==> config.mk <==
export PLATFORM = sky130hd
export DESIGN_NAME = e1_ts0_inserter
export DESIGN_NICKNAME = d
export VERILOG_FILES = /design/src/rtl/e1_ts0_pkg.sv /design/src/rtl/e1_ts0_pos_dec.sv /design/src/rtl/e1_ts0_shadow.sv /design/src/rtl/e1_ts0_bit_sel.sv /design/src/rtl/e1_ts0_inserter.sv
export SDC_FILE = /design/constraint.sdc
export NUM_CORES = 1
export LEC_CHECK = 0
export CAP_MARGIN = 20
export CORE_MARGIN = 3
export CORE_UTILIZATION = 55
export DETAILED_ROUTE_END_ITERATION = 10
export DONT_BUFFER_PORTS = 1
export PLACE_DENSITY = 0.74
export SLEW_MARGIN = 15
export SYNTH_ARGS = -nofsm -noshare
export SYNTH_HDL_FRONTEND = slang
export SYNTH_HIERARCHICAL = 1
export SYNTH_SLANG_ARGS = --single-unit
==> constraint.sdc <==
create_clock -name clk_i -period 5.75 [get_ports clk_i]
set_clock_uncertainty 0.2 [all_clocks]
set_input_delay 0.575 -clock clk_i [delete_from_list [all_inputs] [get_ports clk_i]]
set_output_delay 0.575 -clock clk_i [all_outputs]
set_load 0.005 [all_outputs]
==> src/rtl/e1_ts0_pkg.sv <==
package e1_ts0_pkg;
  localparam int unsigned BYTE_W   = 8;
  localparam int unsigned SA_N     = 5;
  localparam int unsigned SA_FIRST = 3;
  localparam int unsigned POS_W    = $clog2(BYTE_W);
  typedef logic [BYTE_W-1:0] ts0_byte_t;
endpackage

==> src/rtl/e1_ts0_pos_dec.sv <==
module e1_ts0_pos_dec
  import e1_ts0_pkg::*;
#(
  parameter int unsigned TS_W = 5
) (
  input  logic             frm_odd_i,
  input  logic [TS_W-1:0]  ts_i,
  input  logic [POS_W-1:0] bit_i,
  output logic             ts0_o,
  output logic             si_o,
  output logic             dbl_start_o,
  output logic [SA_N-1:0]  sa_hit_o
);
  assign ts0_o       = (ts_i == '0);
  assign si_o        = ts0_o && (bit_i == '0);
  assign dbl_start_o = si_o && !frm_odd_i;

  for (genvar g = 0; g < SA_N; g++) begin : g_sa
    assign sa_hit_o[g] = ts0_o && frm_odd_i && (bit_i == POS_W'(SA_FIRST + g));
  end
endmodule

==> src/rtl/e1_ts0_shadow.sv <==
module e1_ts0_shadow
  import e1_ts0_pkg::*;
(
  input  logic      clk_i,
  input  logic      rst_ni,
  input  logic      load_i,
  input  logic      clr_i,
  input  ts0_byte_t af_i,
  input  ts0_byte_t naf_i,
  output ts0_byte_t af_eff_o,
  output ts0_byte_t naf_eff_o,
  output logic      flag_o
);
  ts0_byte_t af_q, naf_q;

  always_ff @(posedge clk_i or negedge rst_ni) begin
    if (!rst_ni) begin
      af_q   <= '0;
      naf_q  <= '0;
      flag_o <= 1'b0;
    end else begin
      if (load_i) begin
        af_q  <= af_i;
        naf_q <= naf_i;
      end
      if (load_i)     flag_o <= 1'b1;   // set wins over clear
      else if (clr_i) flag_o <= 1'b0;
    end
  end

  // bit sent at the load position already sees the fresh bytes
  assign af_eff_o  = load_i ? af_i  : af_q;
  assign naf_eff_o = load_i ? naf_i : naf_q;
endmodule

==> src/rtl/e1_ts0_bit_sel.sv <==
module e1_ts0_bit_sel
  import e1_ts0_pkg::*;
(
  input  logic             frm_odd_i,
  input  logic             ts0_i,
  input  logic             si_i,
  input  logic [SA_N-1:0]  sa_hit_i,
  input  logic [POS_W-1:0] bit_i,
  input  logic             ser_i,
  input  logic             link_i,
  input  logic [SA_N-1:0]  sa_sel_i,
  input  logic             si_reg_en_i,
  input  logic             crc4_en_i,
  input  logic             ebit_en_i,
  input  logic             ovr_bit_i,
  input  ts0_byte_t        af_i,
  input  ts0_byte_t        naf_i,
  output logic             nxt_o,
  output logic             link_req_o
);
  ts0_byte_t        reg_byte;
  logic [POS_W-1:0] idx;
  logic             reg_bit;

  assign link_req_o = |(sa_hit_i & sa_sel_i);
  assign reg_byte   = frm_odd_i ? naf_i : af_i;
  assign idx        = POS_W'(BYTE_W - 1) - bit_i;
  assign reg_bit    = reg_byte[idx];

  always_comb begin
    if (!ts0_i)                      nxt_o = ser_i;
    else if (si_i) begin
      if (crc4_en_i || ebit_en_i)    nxt_o = ovr_bit_i;
      else if (!si_reg_en_i)         nxt_o = ser_i;
      else                           nxt_o = reg_bit;
    end
    else if (link_req_o)             nxt_o = link_i;
    else                             nxt_o = reg_bit;
  end
endmodule

==> src/rtl/e1_ts0_inserter.sv <==
module e1_ts0_inserter
  import e1_ts0_pkg::*;
#(
  parameter int unsigned TS_W = 5
) (
  input  logic             clk_i,
  input  logic             rst_ni,
  input  logic             frm_odd_i,
  input  logic [TS_W-1:0]  ts_i,
  input  logic [POS_W-1:0] bit_i,
  input  logic             ser_i,
  input  logic             link_i,
  input  logic [BYTE_W-1:0] af_reg_i,
  input  logic [BYTE_W-1:0] naf_reg_i,
  input  logic [SA_N-1:0]  sa_sel_i,
  input  logic             si_reg_en_i,
  input  logic             crc4_en_i,
  input  logic             ebit_en_i,
  input  logic             ovr_bit_i,
  input  logic             taf_clr_i,
  output logic             ser_o,
  output logic             link_req_o,
  output logic             taf_flag_o
);
  logic            ts0, si, dbl_start, nxt;
  logic [SA_N-1:0] sa_hit;
  ts0_byte_t       af_eff, naf_eff;

  e1_ts0_pos_dec #(.TS_W(TS_W)) u_dec (
    .frm_odd_i  (frm_odd_i),
    .ts_i       (ts_i),
    .bit_i      (bit_i),
    .ts0_o      (ts0),
    .si_o       (si),
    .dbl_start_o(dbl_start),
    .sa_hit_o   (sa_hit)
  );

  e1_ts0_shadow u_shd (
    .clk_i    (clk_i),
    .rst_ni   (rst_ni),
    .load_i   (dbl_start),
    .clr_i    (taf_clr_i),
    .af_i     (af_reg_i),
    .naf_i    (naf_reg_i),
    .af_eff_o (af_eff),
    .naf_eff_o(naf_eff),
    .flag_o   (taf_flag_o)
  );

  e1_ts0_bit_sel u_sel (
    .frm_odd_i  (frm_odd_i),
    .ts0_i      (ts0),
    .si_i       (si),
    .sa_hit_i   (sa_hit),
    .bit_i      (bit_i),
    .ser_i      (ser_i),
    .link_i     (link_i),
    .sa_sel_i   (sa_sel_i),
    .si_reg_en_i(si_reg_en_i),
    .crc4_en_i  (crc4_en_i),
    .ebit_en_i  (ebit_en_i),
    .ovr_bit_i  (ovr_bit_i),
    .af_i       (af_eff),
    .naf_i      (naf_eff),
    .nxt_o      (nxt),
    .link_req_o (link_req_o)
  );

  always_ff @(posedge clk_i or negedge rst_ni) begin
    if (!rst_ni) ser_o <= 1'b0;
    else         ser_o <= nxt;
  end
endmodule

Word level (Yosys, flattened, before mapping)

Index checks and enable logic that the tools add are counted.

Mux-type cells: 12
Bitwise logic cells: 1
Divide/modulo/power cells: 0
Reductions and logical operators: 14
Multipliers: 0
Eq/ne operators: 5
$lt $le $gt $ge: 1
Shift operators: 0
Add/subtract/negate cells: 1

Operator list:

| cell                                                                          | number |
|---|---|
| 8-bit two-way mux                                                             | 3 |
| 3-bit equality test (second input constant)                                   | 4 |
| 1-bit logical AND                                                             | 8 |
| 1-bit two-way mux                                                             | 8 |
| 5-bit AND                                                                     | 1 |
| 5-bit logical NOT                                                             | 1 |
| 5-bit OR reduction                                                            | 1 |
| 3-bit by 4-bit less-than comparator with 1-bit output (second input constant) | 1 |
| 1-bit binary-select mux with 3-bit select                                     | 1 |
| 3-bit by 2-bit equality test with 1-bit output (second input constant)        | 1 |
| 3-bit logical NOT                                                             | 1 |
| 3-bit subtractor (first input constant)                                       | 1 |
| 2-bit nonzero test                                                            | 1 |
| 1-bit logical NOT                                                             | 1 |
| 1-bit logical OR                                                              | 1 |

Bits of input ports: 39
Bits in writable memories: 0
Bits in registers: 18
Bits in latches: 0
Output and inout port bits: 3
Memories: 0
Memory bits (read-only): 0
Logic and storage cells: 38

Depth between registers and ports, before layout

Gate-level depths: netlist (run 1).

Depth after elaboration: 11
Depth in mapped cells: 10
Mapped depth without buffers: 7

Cells and area by module

The synthesis (run 1) kept the hierarchy.

Modules (own cells, without submodules):

| module          | cells an instance | area each (µm²) | seq. area each (µm²) | instances |
|---|---|---|---|---|
| e1_ts0_shadow   | 37                | 683.2           | 425.4                | 1 |
| e1_ts0_bit_sel  | 21                | 227.7           | 0.0                  | 1 |
| e1_ts0_pos_dec  | 16                | 135.1           | 0.0                  | 1 |
| e1_ts0_inserter | 1                 | 25.0            | 25.0                 | 1 |

Least setup slack after synthesis (run 1)

Ideal clock, no wire load.

Path kind: input port to flip-flop
Start: in ts_i[1]
End: reg ser_o
Required time: 5,424 ps
Slack: 2,447 ps
Library setup time: 126 ps
Data arrival time: 2,977 ps
Stages on the path: 10
Buffers on the path: 3
Cell sequence: or3_1 -> buf_6 -> nor4_2 -> buf_6 -> buf_12 -> mux2_4 -> mux4_1 -> mux4_2 -> inv_1 -> o21ai_1

Cells in the longest elaborated chain, start to end: 11
Elaborated cells between the ends (all ways): 21
Classes of those cells: mux: 10; bitwise: 1; reduce/logical: 10

Ends and longest elaborated chain:

| what                                        | line                  | source |
|---|---|---|
| start, declared                             | e1_ts0_inserter.sv:9  | `input logic [TS_W-1:0] ts_i,` |
| 5-bit logical NOT *                         | e1_ts0_pos_dec.sv:14  | `assign ts0_o = (ts_i == '0);` |
| 1-bit logical AND *                         | e1_ts0_pos_dec.sv:15  | `assign si_o = ts0_o && (bit_i == '0);` |
| 1-bit logical AND *                         | e1_ts0_pos_dec.sv:16  | `assign dbl_start_o = si_o && !frm_odd_i;` |
| named net dbl_start                         | e1_ts0_inserter.sv:25 | `logic ts0, si, dbl_start, nxt;` |
| 8-bit two-way mux *                         | e1_ts0_shadow.sv:33   | `assign naf_eff_o = load_i ? naf_i : naf_q;` |
| named net naf_eff[4]                        | e1_ts0_inserter.sv:27 | `ts0_byte_t af_eff, naf_eff;` |
| 8-bit two-way mux *                         | e1_ts0_bit_sel.sv:26  | `assign reg_byte = frm_odd_i ? naf_i : af_i;` |
| 1-bit binary-select mux with 3-bit select * | e1_ts0_bit_sel.sv:28  | `assign reg_bit = reg_byte[idx];` |
| 1-bit two-way mux (not written as such) *   | e1_ts0_bit_sel.sv:28  |  |
| 1-bit two-way mux                           | e1_ts0_bit_sel.sv:34  | `else if (!si_reg_en_i) nxt_o = ser_i;` |
| 1-bit two-way mux                           | e1_ts0_bit_sel.sv:33  | `if (crc4_en_i \|\| ebit_en_i) nxt_o = ovr_bit_i;` |
| 1-bit two-way mux *                         | e1_ts0_bit_sel.sv:32  | `else if (si_i) begin` |
| 1-bit two-way mux *                         | e1_ts0_bit_sel.sv:31  | `if (!ts0_i) nxt_o = ser_i;` |
| named net nxt                               | e1_ts0_inserter.sv:25 |  |
| end signal, assigned                        | e1_ts0_inserter.sv:72 | `else ser_o <= nxt;` |
| end, declared                               | e1_ts0_inserter.sv:21 | `output logic ser_o,` |

Mark *: on every way through the listed nets, which the timed path passes. The rest lies on a longest branch. The select of a mux whose other input is x is not followed.
A chain may end at the register's enable or synchronous reset.

Final worst setup path (run 1)

Ends and elaborated chain as after synthesis.

==> results.toml, run 1 <==
[synthesis]
syn_area_per_cell_um2 = 14.3
synth.top_cell.area_share_pct = 42.1
ys_warn_count = 6
synth_area_leaders = "dfrtp_1 42%, mux2_4 13%, mux4_1 9.8%"
synth_cells = 75
yosysUniqueCellTypes = 29
yosysTopAreaCell = "dfrtp_1"
synth_fp_nets = 114
ys_seq_elements = 18
synth_area_mm2 = 0.00107
seq_area_frac_synth_pct = 42.1

[die]
initial_core_util_pct = 60.1
num_rows = 15
pin_count = 42
die_w_um = 50.1
dieArea_mm2 = 0.00251
placeableCoreArea_mm2 = 0.00178
die-height_um = 50.1

[timing]
rsz0062_at_grt = "no"
relSlewSlack_pct = 48.9
fin_crit_sh_pct = 55.2
tightest_slew_ns = 0.764
slew_viol_final = 0
timing.hold.ws_ns = 0.221
hold_violations = 0
fin_tns_setup_ns = 0
fin_ws_ns = 2.58
max_freq_mhz = 315
fin_crit_ns = 3.17
setup_viol = 0

[clock_network]
cts_tree = "yes"
clock_latency_ns = 0.30
cts_made_buffers = 3
path_clk_slew_ns = 0.10
cts.sinks = 18
postCtsResizedCells = 0
clock_path_buffers = 2
hold_buffers = 1
htreeDepth = 1
cts_root_buf = "clkbuf_4"
post-cts-setup-buffer-count = 0

[placed_design]
pre_cts_slack_ns = 2.25
place_area_mm2 = 0.00108
port_buffers = 0
gp_congestion = 0.693
dp_hpwl_mm = 1.39
dpl.cell_count = 98

[critical_path]
crit_fanout = 17
startpoint = "ts_i[1]"
arrival_ns = 3.17
reg2reg_depth = 5
crit_path_end = "ser_o"
crit_required_ns = 5.74
timing.rr.start = "u_shd/naf_q[4]"
worst_r2r_endpoint = "ser_o"
start_kind = "primary input"
path_class = "primary input to flip-flop"
worstSetupEndpointType = "flip-flop"
r2r_slack_ns = 3.70

[final_layout]
final_util_pct = 62.9
area_delta_synth_final_pct = 4.79
drive_above_1_share_pct = 41.0
fin_cells = 103
nNetsFinal = 118
antenna_cells = 0
fin_area_mm2 = 0.00112

[grt]
grt_max_degree = 19
antenna_found_initial = 0
first_global_vias = 692
grt_first_pass_wirelength_mm = 3.05
grt_use_total_pct = 17.2
gr-total-overflow = 0

[worst_hold_path]
holdPathStages = 1
hold_class = "primary input to flip-flop"

[route]
routedWlPerCell_um = 18.1
drc = 0
drtIter0Drc = 17
postRouteAntennaNets = 0
vias = 656
viasPerCell = 6.37
totalWireLength_mm = 1.87
drt_first_pass_iters = 4

[pwr]
power_density_mw_per_mm2 = 209
peakVddDrop_mv = 0.182
finalPower_mw = 0.234
p_leak_nw = 0.500

[flow_run]
maxCapViolations = 0

[status]
status = "finished clean"
[flip-flops by register name, summed over array words and instances, names as in the netlist]
name,count
u_shd/flag_o,1
u_shd/naf_q,8
u_shd/af_q,8
ser_o,1
[worst max-delay path, stage by stage]
cell	delay (ns)
or3_1	0.54
nor4_4	0.26
buf_4	0.31
mux2_2	0.39
mux4_1	0.49
mux4_2	0.47
inv_1	0.06
o21ai_1	0.06
[worst min path at each step]
stage / endpoint / from / slack (ns)
floorplan: ser_o / rst_ni / 0.08
detailed placement: u_shd/flag_o / rst_ni / 0.08
global placement: u_shd/flag_o / rst_ni / 0.08
global route: u_shd/af_q[5] / af_reg_i[5] / 0.20
finish: u_shd/af_q[4] / af_reg_i[4] / 0.22
CTS: u_shd/af_q[4] / af_reg_i[4] / 0.21
[report_power, final]
part / total [mW] / leakage [nW] / switching, mW / internal (mW)
sequential: 0.134 / 0.246 / 0.00164 / 0.132
clock: 0.0780 / 0.0210 / 0.0393 / 0.0387
combinational: 0.0226 / 0.233 / 0.00927 / 0.0134
[cell usage after synthesis]
cell and instances:
mux4_2 1, or3b_1 1, or2_2 1, a32oi_1 1, a22oi_1 1, mux4_1 4, o21ai_1 1, nor2_1 1
nor4_2 4, a21o_2 1, nor3_1 1, buf_12 1, a222oi_1 1, a2bb2oi_1 1, o21ba_2 1, nand2b_1 1
and3_1 1, nor3_2 2, inv_1 3, or4_4 1, o21ai_0 2, mux2_2 7, mux2_4 9, buf_6 2
nand3_1 2, or3_1 1, o31ai_1 1, nand2_1 4, dfrtp_1 18
[layout make-up]
| type | instances | area, um2 |
|---|---|---|
| clock buffer | 4 | 36.3 |
| tap | 25 | 31.3 |
| sequential | 18 | 450 |
| timing repair buffer | 2 | 17.5 |
| multi-input combinational | 51 | 576 |
| inverter | 3 | 11.3 |
| fill | 141 | 661 |
[kinds of logic after synthesis]
group | synth area share [%]
and+or+nand+nor | 13.9
buffers and inverters | 5.02
DFF | 42.1
AOI/OAI and AO/OA | 7.13
muxes | 31.9
[placed cells by master, fill, tap and decap left out, types with 2 or more instances in the layout]
cell type,count
dfrtp_1,18
mux2_4,9
mux2_2,7
nand2_1,4
mux4_1,4
clkbuf_4,3
nor4_2,3
inv_1,3
nor3_2,2
nand3_1,2
o21ai_0,2
[routing by layer]
metal | global-route usage, % | part of all wire, %
met1 | 20.4 | 42
met2 | 27.2 | 48
met3 | 6.82 | 8.0
met4 | 8.29 | 2.1
met5 | 0 | 0
(Power assumes the default switching activity.)
==> run 2, diff against run 1 <==
Clock period 5.75 ns to 3.1 ns, I/O delays scaled along.
==> run 2 against run 1 <==
  * Global-route usage rose by 1.0 points
  * Sequential power rose by 85%
  * Die area did not move
  * Largest power group unchanged
  * Highest routed layer unchanged
==> results.toml, run 2 (synthesized netlist as in run 1, its figures left out) <==
[status]
status = "finished clean"

[pwr]
power.switching_mw = 0.0958
p_sw_share_pct = 21.2
combPwrFrac_pct = 13.5
finalPower_mw = 0.452
clkPwrFrac_pct = 31.6
p_seq_share_pct = 54.9
peakVddDrop_mv = 0.372
power_density_mw_per_mm2 = 345
p_leak_nw = 0.578
p_int_mw = 0.357

[route]
drt_first_pass_iters = 4
met1_length_um = 864
totalWireLength_mm = 2.05
vias = 719
routed.top_layer = "met4"
drtIter0Drc = 8
drc = 0
wl_met3_um = 158
wl_met2_mm = 1.02
routedWlPerCell_um = 16.9
postRouteAntennaNets = 0
viasPerCell = 5.94

[timing]
hold_violations = 0
setup_viol = 0
fin_crit_sh_pct = 88.5
tightest_slew_ns = 0.786
timing.hold.ws_ns = 0.0522
fin_crit_ns = 2.74
relSlewSlack_pct = 47.4
max_freq_mhz = 364
rsz0062_at_grt = "no"
fin_tns_setup_ns = 0
slew_viol_final = 0

[die]
die-height_um = 50.1
pin_count = 42
die_w_um = 50.1
placeableCoreArea_mm2 = 0.00178
num_rows = 15
dieArea_mm2 = 0.00251
initial_core_util_pct = 60.1

[critical_path]
critical-path-max-stage-delay_ns = 0.56
timing.rr.start = "u_shd/af_q[5]"
path_delay_family = "multiplexers"
path_class = "primary input to flip-flop"
start_kind = "primary input"
cp_num_buf_inv = 2
path_cells = "or4_4 -> nor4_4 -> buf_12 -> mux2_2 -> mux4_1 -> mux4_2 -> inv_1 -> o21ai_1"
crit_slowest_cell = "or4_4"
startpoint = "bit_i[1]"
arrival_ns = 2.73
worstSetupEndpointType = "flip-flop"
crit_fanout = 17
crit_required_ns = 3.08

[final_layout]
antenna_cells = 0
multiInputGateArea_um2 = 576
area_delta_synth_final_pct = 22.5
layout_common_cells = "18 x dlygate4sd3_1, 18 x dfrtp_1, 9 x mux2_4, 7 x mux2_2"
ff_latch_area_um2 = 450
nNetsFinal = 136
drive_above_1_share_pct = 34.4
reg_top3 = "u_shd/af_q: 8 flops, u_shd/naf_q: 8 flops"
n_fill_cell = 112

[clock_network]
hold_buffers = 18
post-cts-setup-buffer-count = 0
cts_tree = "yes"
clock_path_buffers = 2
clock_latency_ns = 0.29
path_clk_slew_ns = 0.10
postCtsResizedCells = 0
cts.sinks = 18
htreeDepth = 1
cts_root_buf = "clkbuf_4"
cts_made_buffers = 3

[grt]
antenna_found_initial = 0
grt_use_total_pct = 18.2
first_global_vias = 751
grt_max_degree = 19
gr-total-overflow = 0
grt_first_pass_wirelength_mm = 3.46

[worst_hold_path]
hold_class = "primary input to flip-flop"
hold_start = "si_reg_en_i"

[placed_design]
port_buffers = 0
gp_congestion = 0.740

[flow_run]
maxCapViolations = 0
==> run 2: changes by cell type in the layout (fill, tap and decap cells not counted) <==
cell / previous run / this run
dlygate4sd3_1: 1 / 18
buf_12: 0 / 1
==> run 2: layer usage <==
metal / global-route usage, % / up-vias
met5: 0 / -
met2: 30.4 / 34
met4: 3.23 / 0
li1: - / 336
met1: 23.6 / 347
met3: 5.34 / 2
==> run 2: area by class of cell <==
class                           count  area share (%)
Multi-Input combinational cell     51            43.9
Sequential cell                    18            34.3
Tap cell                           25            2.38
Inverter                            3           0.858
Timing Repair Buffer               20            15.8
Clock buffer                        4            2.76
==> run 2: tightest hold or removal path: stages <==
cell	delay (ns)
nand3_1	0.05
a32oi_1	0.09
o21ai_1	0.06
==> run 2: per-stage QoR <==
stage          worst slack (ns)  instances  util, %  instance area [um2]
3_5_place_dp             0.0401         99     61.5                 1100
3_3_place_gp             0.0596         99     61.5                 1100
6_report                  0.355        121     73.6                 1310
4_1_cts                   0.363        121     73.6                 1310
5_1_grt                   0.295        121     73.6                 1310
2_1_floorplan            0.0622         75        -                 1070
==> run 2: power by group through the flow <==
stage	Clock (mW)	Combinational, mW	Sequential (mW)
2_1_floorplan	0	0.0338	0.252
3_3_place_gp	0	0.0375	0.253
3_5_place_dp	0	0.0381	0.253
4_1_cts	0.146	0.0612	0.248
5_1_grt	0.162	0.0666	0.249
6_report	0.143	0.0611	0.248
==> run 2: path summary, 6_finish.rpt <==
check	endpoint	slack (ns)	cells after the start
max	ser_o	0.36	8
min	ser_o	0.05	3
max reg2reg	ser_o	1.06	5
min reg2reg	u_shd/af_q[2]	0.30	1
max in group asynchronous	u_shd/naf_q[2]	1.88	1
min in group asynchronous	u_shd/af_q[3]	0.33	1
